**src/rtl/ssq_pkg.sv**
```systemverilog
package ssq_pkg;

  typedef enum logic [2:0] {
    ST_OFF     = 3'd0,
    ST_CHARGE  = 3'd1,
    ST_RUN     = 3'd2,
    ST_FLT_CHG = 3'd3,
    ST_DISCH   = 3'd4
  } ssq_state_t;

  // Scaled reference inside the window [one, three], clamped outside it.
  function automatic int unsigned ref_internal(
    input int unsigned lvl,
    input int unsigned one,
    input int unsigned three,
    input int unsigned full
  );
    if (lvl <= one)
      return 0;
    else if (lvl >= three)
      return full;
    else
      return ((lvl - one) * full) / (three - one);
  endfunction

  // Ramp above one at unit slope, clipped at the external value.
  function automatic int unsigned ref_external(
    input int unsigned lvl,
    input int unsigned one,
    input int unsigned ext
  );
    int unsigned d;
    if (lvl <= one)
      return 0;
    d = lvl - one;
    return (d > ext) ? ext : d;
  endfunction

endpackage

```
**src/rtl/ssq_tick.sv**
```systemverilog
module ssq_tick #(
  parameter int unsigned TICK_DIV = 4
) (
  input  logic clk,
  input  logic rst_n,
  output logic tick
);
  localparam int unsigned CW = (TICK_DIV > 1) ? $clog2(TICK_DIV) : 1;
  localparam logic [CW-1:0] LAST = CW'(TICK_DIV - 1);

  logic [CW-1:0] cnt_q;

  always_ff @(posedge clk or negedge rst_n) begin
    if (!rst_n)
      cnt_q <= '0;
    else if (cnt_q == LAST)
      cnt_q <= '0;
    else
      cnt_q <= cnt_q + 1'b1;
  end

  assign tick = (cnt_q == LAST);
endmodule

```
**src/rtl/ssq_level.sv**
```systemverilog
module ssq_level #(
  parameter int unsigned LVL_CEIL = 400,
  parameter int unsigned LVL_W    = 9
) (
  input  logic             clk,
  input  logic             rst_n,
  input  logic             clear,
  input  logic             tick,
  input  logic             up,
  input  logic             down,
  output logic [LVL_W-1:0] level,
  output logic             at_top,
  output logic             at_zero
);
  localparam logic [LVL_W-1:0] TOP = LVL_W'(LVL_CEIL);

  logic [LVL_W-1:0] lvl_q;

  always_ff @(posedge clk or negedge rst_n) begin
    if (!rst_n)
      lvl_q <= '0;
    else if (clear)
      lvl_q <= '0;
    else if (tick && up && (lvl_q != TOP))
      lvl_q <= lvl_q + 1'b1;
    else if (tick && down && (lvl_q != '0))
      lvl_q <= lvl_q - 1'b1;
  end

  assign level   = lvl_q;
  assign at_top  = (lvl_q == TOP);
  assign at_zero = (lvl_q == '0);
endmodule

```
**src/rtl/ssq_ref.sv**
```systemverilog
module ssq_ref
  import ssq_pkg::*;
#(
  parameter int unsigned LVL_W     = 9,
  parameter int unsigned REF_W     = 10,
  parameter int unsigned LVL_ONE   = 100,
  parameter int unsigned LVL_THREE = 300,
  parameter int unsigned REF_FULL  = 597
) (
  input  logic [LVL_W-1:0] level,
  input  logic             sel_ext,
  input  logic [REF_W-1:0] ext_code,
  output logic [REF_W-1:0] ref_code
);
  int unsigned lv;
  int unsigned ev;

  always_comb begin
    lv = 32'(level);
    ev = 32'(ext_code);
    if (sel_ext)
      ref_code = REF_W'(ref_external(lv, LVL_ONE, ev));
    else
      ref_code = REF_W'(ref_internal(lv, LVL_ONE, LVL_THREE, REF_FULL));
  end
endmodule

```
**src/rtl/ssq_fsm.sv**
```systemverilog
module ssq_fsm
  import ssq_pkg::*;
(
  input  logic       clk,
  input  logic       rst_n,
  input  logic       gate,
  input  logic       oc_evt,
  input  logic       at_top,
  input  logic       at_zero,
  input  logic       ext_sel,
  output ssq_state_t state,
  output logic       up,
  output logic       down,
  output logic       drv_en,
  output logic       ss_done,
  output logic       sel_ext
);
  ssq_state_t st_q, st_d;
  logic       sel_q;

  always_comb begin
    st_d = st_q;
    if (!gate) begin
      st_d = ST_OFF;
    end else begin
      unique case (st_q)
        ST_OFF:     st_d = ST_CHARGE;
        ST_CHARGE: begin
          if (oc_evt)      st_d = at_top ? ST_DISCH : ST_FLT_CHG;
          else if (at_top) st_d = ST_RUN;
        end
        ST_RUN:     if (oc_evt)  st_d = ST_DISCH;
        ST_FLT_CHG: if (at_top)  st_d = ST_DISCH;
        ST_DISCH:   if (at_zero) st_d = ST_CHARGE;
        default:    st_d = ST_OFF;
      endcase
    end
  end

  always_ff @(posedge clk or negedge rst_n) begin
    if (!rst_n) begin
      st_q  <= ST_OFF;
      sel_q <= 1'b0;
    end else begin
      st_q <= st_d;
      if (st_q == ST_OFF) sel_q <= ext_sel;
    end
  end

  assign state   = st_q;
  assign up      = (st_q == ST_CHARGE) || (st_q == ST_FLT_CHG);
  assign down    = (st_q == ST_DISCH);
  assign drv_en  = (st_q == ST_CHARGE) || (st_q == ST_RUN);
  assign ss_done = (st_q == ST_RUN);
  assign sel_ext = sel_q;
endmodule

```
**src/rtl/ss_hiccup_seq.sv**
```systemverilog
module ss_hiccup_seq
  import ssq_pkg::*;
#(
  parameter int unsigned TICK_DIV  = 4,
  parameter int unsigned LVL_ONE   = 100,
  parameter int unsigned LVL_THREE = 300,
  parameter int unsigned LVL_CEIL  = 400,
  parameter int unsigned REF_FULL  = 597,
  parameter int unsigned REF_W     = 10,
  parameter int unsigned LVL_W     = $clog2(LVL_CEIL + 1)
) (
  input  logic             clk,
  input  logic             rst_n,
  input  logic             pg_vcc,
  input  logic             pg_drv,
  input  logic             en,
  input  logic             oc_evt,
  input  logic             ext_sel,
  input  logic [REF_W-1:0] ext_ref_code,
  output logic [REF_W-1:0] ref_code,
  output logic             drv_en,
  output logic             ss_done,
  output logic [LVL_W-1:0] ss_level
);
  // Named internal events, visible to the bound checker.
  logic       gate;
  logic       tick;
  logic       up, down;
  logic       at_top, at_zero;
  logic       sel_ext;
  ssq_state_t state;

  assign gate = en & pg_vcc & pg_drv;

  ssq_tick #(.TICK_DIV(TICK_DIV)) u_tick (
    .clk  (clk),
    .rst_n(rst_n),
    .tick (tick)
  );

  ssq_fsm u_fsm (
    .clk    (clk),
    .rst_n  (rst_n),
    .gate   (gate),
    .oc_evt (oc_evt),
    .at_top (at_top),
    .at_zero(at_zero),
    .ext_sel(ext_sel),
    .state  (state),
    .up     (up),
    .down   (down),
    .drv_en (drv_en),
    .ss_done(ss_done),
    .sel_ext(sel_ext)
  );

  ssq_level #(.LVL_CEIL(LVL_CEIL), .LVL_W(LVL_W)) u_level (
    .clk    (clk),
    .rst_n  (rst_n),
    .clear  (!gate),
    .tick   (tick),
    .up     (up),
    .down   (down),
    .level  (ss_level),
    .at_top (at_top),
    .at_zero(at_zero)
  );

  ssq_ref #(
    .LVL_W    (LVL_W),
    .REF_W    (REF_W),
    .LVL_ONE  (LVL_ONE),
    .LVL_THREE(LVL_THREE),
    .REF_FULL (REF_FULL)
  ) u_ref (
    .level   (ss_level),
    .sel_ext (sel_ext),
    .ext_code(ext_ref_code),
    .ref_code(ref_code)
  );
endmodule

```
**config.mk**
```make
export PLATFORM = sky130hd
export DESIGN_NAME = ss_hiccup_seq
export DESIGN_NICKNAME = d
export VERILOG_FILES = /design/src/rtl/ssq_pkg.sv /design/src/rtl/ssq_tick.sv /design/src/rtl/ssq_level.sv /design/src/rtl/ssq_ref.sv /design/src/rtl/ssq_fsm.sv /design/src/rtl/ss_hiccup_seq.sv
export SDC_FILE = /design/constraint.sdc
export NUM_CORES = 1
export LEC_CHECK = 0
export ABC_AREA = 1
export ABC_CLOCK_PERIOD_IN_PS = 16600
export BUFFER_PORTS_ARGS = -buffer_cell sky130_fd_sc_hd__clkbuf_2
export CAP_MARGIN = 0
export CORE_MARGIN = 1.5
export CORE_UTILIZATION = 65
export CTS_BUF_LIST = sky130_fd_sc_hd__clkbuf_2 sky130_fd_sc_hd__clkbuf_4 sky130_fd_sc_hd__clkbuf_8
export CTS_CLUSTER_DIAMETER = 30
export CTS_CLUSTER_SIZE = 10
export DETAILED_ROUTE_END_ITERATION = 8
export PLACE_DENSITY = 0.84
export SKIP_CTS_REPAIR_TIMING = 1
export SYNTH_ARGS = -nofsm -noshare
export SYNTH_HDL_FRONTEND = slang
export SYNTH_SLANG_ARGS = --single-unit
```
**constraint.sdc**
```tcl
create_clock -name clk -period 16.6 [get_ports clk]
set_clock_uncertainty 0.1 [all_clocks]
set_input_delay 2.49 -clock clk [delete_from_list [all_inputs] [get_ports clk]]
set_output_delay 2.49 -clock clk [all_outputs]
set_load 0.02 [all_outputs]
```
Word-level counts from Yosys, hierarchy flattened
Cells that the tools add are included.

Flip-flop bits (word level): 15. Input port bits: 17. Output and inout port bits: 21. Word-level logic and storage cells: 56.

$add $sub $neg: 4. Multipliers: 1. Div/mod/pow operators: 1. $lt $le $gt $ge: 3. Equal/unequal tests: 12. Muxes and demuxes: 19. Bitwise logic cells: 2. Reduce and logical (&&, ||, !) cells: 10.

Operators by type and width (number): 10-bit 2-to-1 mux (5); 32-bit by 8-bit divider with 32-bit output (second input constant) (1); 32-bit by 10-bit greater-than comparator with 1-bit output (1); 32-bit by 10-bit multiplier with 32-bit output (second input constant) (1); 9-bit 2-to-1 mux (3); 3-bit 2-to-1 mux (7); 3-bit case mux with 5 select lines (1); 9-bit by 7-bit subtractor with 10-bit output (second input constant) (1); 9-bit by 1-bit adder with 9-bit output (second input constant) (1); 9-bit == test (second input constant) (1); 9-bit greater-or-equal comparator (second input constant) (1); 9-bit by 7-bit <= comparator with 1-bit output (second input constant) (1); 9-bit logical NOT (1); 3-bit inequality test (second input constant) (3); 9-bit inequality test (second input constant) (1); 9-bit nonzero test (1); 9-bit by 1-bit subtractor with 9-bit output (second input constant) (1); 3-bit by 2-bit == test with 1-bit output (second input constant) (2); 1-bit logical AND (4); 4-bit inequality test (second input constant) (1); 4-bit AND reduction (1); 3-bit by 1-bit == test with 1-bit output (second input constant) (1); 3-bit == test (second input constant) (1); 3-bit logical NOT (1); other kinds (7) (10).

Longest topological paths before layout
Gate-level depths: netlist of run 1.

Word-level depth: 6. Mapped depth: 116. Gate-level depth less buffers: 116.

By module
From an unflattened synthesis of run 1, not the netlist that was laid out.

Cell total of the unflattened synthesis: 1058. Area total of the unflattened synthesis: 6431.2 um^2.

Modules (own cells, without submodules): ssq_ref (times used 1, cells each 864, area an instance 5117.4 um^2, seq. area each 0.0 um^2); ssq_level (times used 1, cells each 128, area an instance 893.4 um^2, seq. area each 225.2 um^2); ssq_fsm (times used 1, cells each 58, area an instance 337.8 um^2, seq. area each 100.1 um^2); ssq_tick (times used 1, cells each 4, area an instance 66.3 um^2, seq. area each 50.0 um^2); ss_hiccup_seq (times used 1, cells each 4, area an instance 16.3 um^2, seq. area each 0.0 um^2).

Worst setup path before layout of run 1
No wires, ideal clock.

Path kind: flip-flop to output port. Start point: register u_level.lvl_q[2], in the netlist u_level.level[2]. End point: output port ref_code[1]. Data arrival time: 11.013 ns. Data required time: 14.010 ns. Setup slack: 2.997 ns. Stages on the path, launching flop included: 93. Path buffers: 1. Path through: dfrtp_1 inv_2 nand2_1 nand2_1 o21ai_2 or2_1 buf_6 inv_1 ha_1 inv_1 ha_1 fa_1 fa_1 fa_1 ha_1 nand2_1 inv_1 nand2_1 (+57 left out) nand4_4 nand2_4 nand2_4 nand2_2 nand4_2 nand2_2 nand2_4 nand2_2 nand2_2 nor2_4 nand2_4 nand3_1 nand2_2 nor2_1 nand2_1 nand2_1 a21oi_1 nor3_1.

Word-level cells in the longest chain between the ends: 6. Elaborated cells between the ends (all ways): 13. Those cells by class: 1 x add/sub; 1 x mul; 1 x div; 3 x order compare; 7 x mux.

RTL lines: start, declared (line ssq_level.sv:17) `logic [LVL_W-1:0] lvl_q;`; start signal, assigned (line ssq_level.sv:25) `lvl_q <= lvl_q + 1'b1;`; start signal, assigned (line ssq_level.sv:27) `lvl_q <= lvl_q - 1'b1;`; 9-bit by 7-bit subtractor with 10-bit output (line ssq_pkg.sv:23, ssq_pkg.sv:35); 32-bit by 10-bit multiplier with 32-bit output (line ssq_pkg.sv:23) `return ((lvl - one) * full) / (three - one);`; 32-bit by 8-bit divider with 32-bit output (line ssq_pkg.sv:23); 10-bit 2-to-1 mux (line ssq_pkg.sv:20) `else if (lvl >= three)`; 10-bit 2-to-1 mux (line ssq_pkg.sv:18) `if (lvl <= one)`; 10-bit 2-to-1 mux (*) (line ssq_ref.sv:21) `if (sel_ext)`; end, declared (line ss_hiccup_seq.sv:20) `output logic [REF_W-1:0] ref_code,`.

Every way passes the cells marked *; elsewhere a longest branch is shown, timed or not. The select of a mux whose other input is x is not followed.

Worst setup path in the final report of run 1
Start point: register u_level.lvl_q[2], in the netlist u_level.level[2]. End point: output port ref_code[0].

The elaborated chain is that of the path after synthesis.

==> flow_summary_export.csv, run 1 <==
group,metric,value,unit
clock_network,cts_tree,"yes",
yosys,synthXorXnorAreaFrac,4.032,%
global_route,grt.total_usage,27.53,%
yosys,synth_top_family_by_area,"simple AND/OR/NAND/NOR gates",
detailed_routing,num_vias,6172,
sta,setup_violations,0,
die,dieArea,10240,um^2
sta,grt_setup_unrepaired,"false",
global_route,grt_pass1_wl,23.63,mm
critical_path,crit_required,14.01,ns
cells_and_area,syn_to_final_growth,6.966,%
min_path,worstHoldStart,"u_tick.cnt_q[0]",
placed_design,post-dp-hpwl,11.65,mm
die,dieHeight,101.2,um
sta,max_freq,65.32,MHz
min_path,hold_end,"u_tick.cnt_q[0]",
cells_and_area,drive_gt1_share,21.03,%
yosys,syn_nets,1094,
critical_path,worstPathMaxFanout,14,
clock_network,insertion_delay,0.25,ns
critical_path,r2r_slack,13.12,ns
sta,slew_headroom,48.01,%
sta,fin_crit_sh,92.22,%
yosys,ys_types,47,
detailed_routing,wirelength,13.80,mm
critical_path,r2r-start,"u_level.level[2]",
die,row_count,35,
placed_design,routabilityCongestion,0.8837,
cells_and_area,final_cell_mix,"nand2_1, inv_1, nand3_1",
detailed_routing,ant_nets,0,
run_status,status,"finished, final reports clean",
cells_and_area,fill_cells,830,
yosys,muxShareOfSynthArea,0,%
critical_path,cpMostUsedCell,"nand2_2",
placed_design,io_buffers,37,
global_route,overflow,0,
yosys,synth_edf_count,0,
run,cap_violations,0,
sta,worst_pin_slew,0.7746,ns
yosys,syn_inst,986,
critical_path,rr_worst_depth,18,
yosys,synth_fa_ha_area_share,21.16,%
placed_design,placed_cell_area,6595,um^2
clock_network,cts_max_level,1,
global_route,grt_pass1_vias,5515,
detailed_routing,drcViolationCount,0,
cells_and_area,stdcell_area,6705,um^2
yosys,synth.area.top_cells,"ha_1, nand2_1, inv_1",
yosys,syn_area,6269,um^2
critical_path,worstSetupPathType,"flip-flop to primary output",
clock_network,clk_pin_slew,0.07,ns
min_path,hold_class,"flip-flop to flip-flop",
yosys,synthFlopType,"dfrtp_1",
critical_path,worstSetupStartpointType,"flip-flop",
clock_network,cts_made_buffers,3,
critical_path,rr_endpoint,"u_level.level[8]",
yosys,synth.avg_cell_area,6.358,um^2
critical_path,cpMaxStageDelayCell,"or2_1",
cells_and_area,nets,1141,
yosys,synth_top_area_share,13.17,%
global_route,grt_antenna_before_repair,0,
sta,tns,0,ns
sta,drv_slew,0,
yosys,yosysTopAreaCell,"ha_1",
critical_path,arrival,12.72,ns
clock_network,cts_root_buf,"clkbuf_8",
yosys,ys_seq_area_share,5.988,%
critical_path,end_kind,"primary output",
global_route,grt_max_degree,19,
cells_and_area,num_antenna_cells,0,
die,core_area,9284,um^2
sta,hold_viol_final,0,
critical_path,max_stage_delay,0.60,ns
yosys,synth_seq_cells,15,
min_path,worstHoldPathCells,1,
cells_and_area,utilization,72.22,%
detailed_routing,first_pass_iters,5,
cells_and_area,layout_commonest_cell,"nand2_1",
die,die_w,101.2,um
detailed_routing,viasPerCell,5.316,
die,io_pins,38,
yosys,async_flop_share,100.0,%
yosys,synth-simple-area-share,44.71,%
die,initial_utilization,67.52,%
detailed_routing,routedWlPerCell,11.89,um
detailed_routing,drtIter0Drc,324,
clock_network,cts_sinks,15,
clock_network,clock_path_buffers,2,
sta,fin_crit,15.31,ns
yosys,synth_compound_area_share,11.72,%
yosys,yosysWarnings,0,
registers in the layout, summed over array words and instances (netlist names):
| signal | flops |
|---|---|
| u_level.level | 9 |
| u_fsm.state | 3 |
| u_tick.cnt_q | 2 |
| u_fsm.sel_ext | 1 |
worst max-delay path: cells and delay by family, from the launching register on:
family                   cells  cell delay (ns)
AO/OA/AOI/OAI                4             0.73
AND/OR/NAND/NOR             73             7.68
buffers and inverters       12             1.25
adder cells (fa/ha/maj)      5             2.17
XOR/XNOR                     1             0.19
flip-flops                   1             0.45
metal layers:
layer	wire length, um	track usage, %
met1	6767	39.15
met2	6411	46.88
met3	460	0.4831
met4	163	6.410
met5	0	0
how the worst max path moves through the flow:
stage / from / end / slack [ns]
2_1_floorplan: u_level.level[2] / ref_code[1] / 3.00
3_3_place_gp: u_level.level[2] / ref_code[0] / 1.68
4_1_cts: u_level.level[2] / ref_code[0] / 1.09
6_report: u_level.level[2] / ref_code[0] / 1.29
5_1_grt: u_level.level[2] / ref_code[0] / 0.18
3_5_place_dp: u_level.level[2] / ref_code[0] / 1.44
final cells by class:
cell class / count / area, um^2 / area share (%)
clock buffers: 3 / 41.29 / 0.6158
clock inverters: 1 / 5.005 / 0.07464
inverters: 201 / 760.7 / 11.35
multi-input cells: 767 / 5116 / 76.30
flip-flops and latches: 15 / 375.4 / 5.598
well taps: 129 / 161.4 / 2.407
repair buffers: 45 / 245.2 / 3.657
cells in the mapped netlist (3+ instances only):
cell type / n
nand2_4: 24
o211ai_1: 8
nor3_1: 11
nand2_2: 69
ha_1: 66
nand4_1: 14
a31oi_1: 6
o21ai_1: 9
xnor2_1: 7
nand2_1: 220
nand4_2: 9
dfrtp_1: 15
o21bai_1: 3
inv_1: 170
xor2_1: 20
a21o_1: 3
nor2_1: 54
o22ai_1: 9
fa_1: 25
nand3_2: 8
clkinv_1: 3
nor2_2: 7
inv_2: 27
nand4_4: 4
nor2_4: 9
o21ai_0: 31
a21oi_1: 40
nand3_1: 90
cell families after synthesis:
family	Yosys count
and+or+nand+nor	524
buffers and inverters	204
DFF	15
AOI/OAI and AO/OA	124
xor gates and xnor gates	28
adders and majority gates	91
stage by stage:
stage	worst slack [ns]	cells	hold WS (ns)
after floorplan	2.997	986	0.3031
after global placement	1.677	1149	0.3186
after detailed placement	1.438	1149	0.3281
after CTS	1.086	1153	0.3367
after global routing	0.1759	1161	0.3473
final	1.292	1161	0.3356
Power of run 1 is not shown: default switching activity piles up to over one toggle a cycle in this logic, so the estimate is an artifact.
==> run 2: changes to the inputs <==
- ABC_CLOCK_PERIOD_IN_PS: 16600 -> 16200
- clock period: 16.6 -> 16.2 ns (I/O delays scaled with it)
==> run 2 against run 1 <==
Utilization down 0.61 points; sequential share of layout area about the same; worst setup slack better by 0.058 ns; highest routed layer unchanged.
==> flow_summary_export.csv, run 2 (same netlist as run 1, synthesis figures left out) <==
group,metric,value,unit
cells_and_area,nets,1134,
detailed_routing,viasPerCell,5.380,
clock_network,cts_sinks,15,
min_path,hold_class,"flip-flop to flip-flop",
cells_and_area,stdcell_area,6649,um^2
placed_design,dp_slack,1.472,ns
detailed_routing,wirelength,13.67,mm
cells_and_area,fill_cells,843,
sta,fin_crit_sh,91.67,%
clock_network,insertion_delay,0.25,ns
run_status,status,"finished, final reports clean",
sta,max_freq,67.34,MHz
cells_and_area,register_area,375.4,um^2
detailed_routing,drtIter0Drc,319,
clock_network,cts_max_level,1,
die,core_area,9284,um^2
cells_and_area,multiInputGateArea,5116,um^2
critical_path,crit_required,13.67,ns
critical_path,worstPathMaxFanout,17,
die,die_w,101.2,um
die,io_pins,38,
cells_and_area,drive_gt1_share,20.49,%
critical_path,worstSetupPathType,"flip-flop to primary output",
global_route,grt_pass1_wl,23.94,mm
die,dieArea,10240,um^2
critical_path,worstSetupStartpointType,"flip-flop",
detailed_routing,routedWlPerCell,11.84,um
die,initial_utilization,67.52,%
placed_design,io_buffers,37,
clock_network,clk_pin_slew,0.07,ns
detailed_routing,num_vias,6209,
sta,fin_ws,1.350,ns
placed_design,post-dp-hpwl,11.69,mm
global_route,grt.total_usage,27.64,%
cells_and_area,largest_reg_flops,9,
clock_network,cts_tree,"yes",
run,cap_violations,0,
critical_path,cpMaxStageDelayCell,"fa_1",
cells_and_area,num_antenna_cells,0,
sta,tns,0,ns
clock_network,clock_path_buffers,2,
detailed_routing,drcViolationCount,0,
sta,fin_crit,14.85,ns
detailed_routing,ant_nets,0,
sta,setup_violations,0,
placed_design,routabilityCongestion,0.8854,
die,row_count,35,
sta,drv_slew,0,
sta,slew_headroom,50.17,%
global_route,grt_max_degree,19,
critical_path,arrival,12.32,ns
global_route,grt_antenna_before_repair,0,
global_route,grt_pass1_vias,5707,
die,dieHeight,101.2,um
critical_path,cpMostUsedCell,"nand2_2",
placed_design,placed_cell_area,6603,um^2
sta,grt_setup_unrepaired,"false",
sta,worst_pin_slew,0.7424,ns
clock_network,cts_root_buf,"clkbuf_8",
cells_and_area,layout_commonest_cell,"nand2_1",
critical_path,r2r_slack,12.74,ns
global_route,overflow,0,
cells_and_area,syn_to_final_growth,6.068,%
critical_path,end_kind,"primary output",
sta,hold_viol_final,0,
cells_and_area,final_cell_mix,"nand2_1, inv_1, nand3_1",
clock_network,cts_made_buffers,3,
critical_path,max_stage_delay,0.57,ns
detailed_routing,first_pass_iters,5,
## run 2: stage by stage
step,util (%),std cells,hold slack (ns)
floorplan,-,986,0.3031
finish,71.62,1154,0.3226
CTS,71.62,1154,0.3279
detailed placement,71.12,1150,0.3193
global route,71.62,1154,0.3383
global placement,71.12,1150,0.3187
## run 2: final cells by class
| type | count | area share [%] |
|---|---|---|
| Multi-Input combinational cell | 767 | 76.95 |
| Inverter | 201 | 11.39 |
| Sequential cell | 15 | 5.645 |
| Timing Repair Buffer | 38 | 2.898 |
| Tap cell | 129 | 2.428 |
| Clock buffer | 3 | 0.6210 |
| Clock inverter | 1 | 0.07527 |
## run 2: path summary, 6_finish.rpt
kind	cells after the start	to	start
setup / recovery	89	ref_code[0]	u_level.level[2]
hold / removal	1	u_tick.cnt_q[0]	u_tick.cnt_q[0]
setup reg to reg	18	u_level.level[8]	u_level.level[2]
hold reg to reg	1	u_tick.cnt_q[0]	u_tick.cnt_q[0]
max in group asynchronous	1	u_level.level[8]	rst_n
min in group asynchronous	1	u_tick.cnt_q[1]	rst_n
## run 2: critical path, delay by kind of cell (launching register included)
kind	cells	cell delay [ns]
and+or+nand+nor	70	7.40
adders and majority gates	5	2.21
buffers and inverters	8	1.01
AOI/OAI and AO/OA	5	0.77
DFF	1	0.44
xor gates and xnor gates	1	0.20
## run 2: routing by layer
metal	wire (um)	global-route usage, %	vias to the layer above
met2	6352	48.12	132
met4	170	5.128	0
met1	6629	38.78	2802
li1	-	-	3255
met3	514	0.8282	20
met5	0	0	-
Power of run 2 is left out for the same reason.
==> run 3: changes to the inputs <==
- HOLD_SLACK_MARGIN: unset -> 0.1
- PLACE_DENSITY: 0.84 -> unset
- PLACE_DENSITY_LB_ADDON: unset -> 0.3
==> run 3 against run 2 <==
Via count increased by 0.34%; worst hold slack gained 0.0058 ns; routed wire length up 3.7%; cell area grew 0.40%; worst setup slack improved by 0.026 ns; sequential share of layout area barely moved; first-iteration DRC count shrank 11%; die area is the same.
==> flow_summary_export.csv, run 3 (same netlist as run 1, synthesis figures left out) <==
group,metric,value,unit
sta,grt_setup_unrepaired,"false",
clock_network,cts_made_buffers,3,
die,core_area,9284,um^2
sta,worst_pin_slew,0.8238,ns
die,dieHeight,101.2,um
critical_path,end_kind,"primary output",
cells_and_area,largest_reg_flops,9,
clock_network,insertion_delay,0.25,ns
detailed_routing,first_pass_iters,5,
placed_design,post-dp-hpwl,11.98,mm
placed_design,io_buffers,37,
critical_path,crit_start,"u_level.level[2]",
critical_path,critPathBufInv,7,
detailed_routing,routedWlPerCell,12.25,um
critical_path,worstSetupStartpointType,"flip-flop",
clock_network,cts_sinks,15,
sta,max_freq,67.46,MHz
die,io_pins,38,
cells_and_area,stdcell_count,1157,
critical_path,rr_endpoint,"u_level.level[8]",
critical_path,r2r-start,"u_level.level[2]",
clock_network,cts_max_level,1,
sta,hold_viol_final,0,
critical_path,worstSetupPathType,"flip-flop to primary output",
min_path,hold_class,"flip-flop to flip-flop",
critical_path,worstPathMaxFanout,13,
critical_path,r2r_slack,12.62,ns
cells_and_area,layout_commonest_cell,"nand2_1",
critical_path,cpMaxStageDelayCell,"fa_1",
detailed_routing,wirelength,14.18,mm
run,cap_violations,0,
global_route,grt_max_degree,19,
clock_network,clk_pin_slew,0.07,ns
cells_and_area,nets,1137,
cells_and_area,drive_gt1_share,20.82,%
critical_path,rr_worst_depth,18,
die,die_w,101.2,um
min_path,hold_end,"u_tick.cnt_q[0]",
sta,tns,0,ns
detailed_routing,num_vias,6230,
min_path,worstHoldStart,"u_tick.cnt_q[0]",
placed_design,routabilityCongestion,0.9491,
global_route,grt.total_usage,28.66,%
critical_path,cpMostUsedCell,"nand2_2",
die,initial_utilization,67.52,%
cells_and_area,final_cell_mix,"nand2_1, inv_1, nand3_1",
clock_network,cts_tree,"yes",
clock_network,clock_path_buffers,2,
clock_network,cts_root_buf,"clkbuf_8",
critical_path,crit_required,13.67,ns
cells_and_area,syn_to_final_growth,6.487,%
cells_and_area,fill_cells,824,
cells_and_area,num_antenna_cells,0,
die,row_count,35,
global_route,grt_pass1_vias,5847,
run_status,status,"finished, final reports clean",
sta,fin_crit_sh,91.50,%
global_route,grt_antenna_before_repair,0,
detailed_routing,ant_nets,0,
die,dieArea,10240,um^2
sta,fin_crit,14.82,ns
sta,drv_slew,0,
detailed_routing,drtIter0Drc,285,
min_path,worstHoldPathCells,1,
critical_path,max_stage_delay,0.58,ns
detailed_routing,viasPerCell,5.385,
critical_path,arrival,12.29,ns
critical_path,crit_family,"simple AND/OR/NAND/NOR gates",
global_route,overflow,0,
detailed_routing,drcViolationCount,0,
sta,setup_violations,0,
global_route,grt_pass1_wl,24.72,mm
placed_design,place_inst,1149,
sta,slew_headroom,44.71,%
-- run 3: changes by cell type in the layout (fill, tap and decap cells not counted), sizes merged --
cell	previous run	this run
clkinvlp	0	1
inv	198	197
buf	1	4
-- run 3: final cells by class --
type                       instances  area, um^2  share of cell area, %
clock inverter                     1       5.005                0.07498
timing repair buffer              41       215.2                  3.224
clock buffer                       3       41.29                 0.6186
multi-input combinational        767        5116                  76.64
sequential                        15       375.4                  5.623
tap                              129       161.4                  2.418
inverter                         201       760.7                  11.40
-- run 3: stage by stage --
step / cell area, um^2 / worst slack [ns] / hold WS (ns) / util [%]
5_1_grt: 6675 / 0.1593 / 0.3479 / 71.90
3_3_place_gp: 6595 / 1.415 / 0.3158 / 71.04
2_1_floorplan: 6269 / 2.657 / 0.3031 / -
3_5_place_dp: 6595 / 1.073 / 0.3220 / 71.04
4_1_cts: 6641 / 0.7657 / 0.3312 / 71.54
6_report: 6675 / 1.376 / 0.3284 / 71.90
-- run 3: worst max-delay path by stage --
stage | cells after the start | to | slack (ns)
floorplan | 92 | ref_code[1] | 2.66
global placement | 90 | ref_code[0] | 1.42
detailed placement | 88 | ref_code[0] | 1.07
CTS | 88 | ref_code[0] | 0.77
global route | 90 | ref_code[0] | 0.16
finish | 88 | ref_code[0] | 1.38
-- run 3: routing by layer --
layer,global-route usage [%],vias up,routed length [um]
met1,39.88,2824,6848
li1,-,3256,-
met4,5.769,0,166
met5,0,-,0
met3,1.380,16,507
met2,49.66,134,6656
Power of run 3 is left out for the same reason.
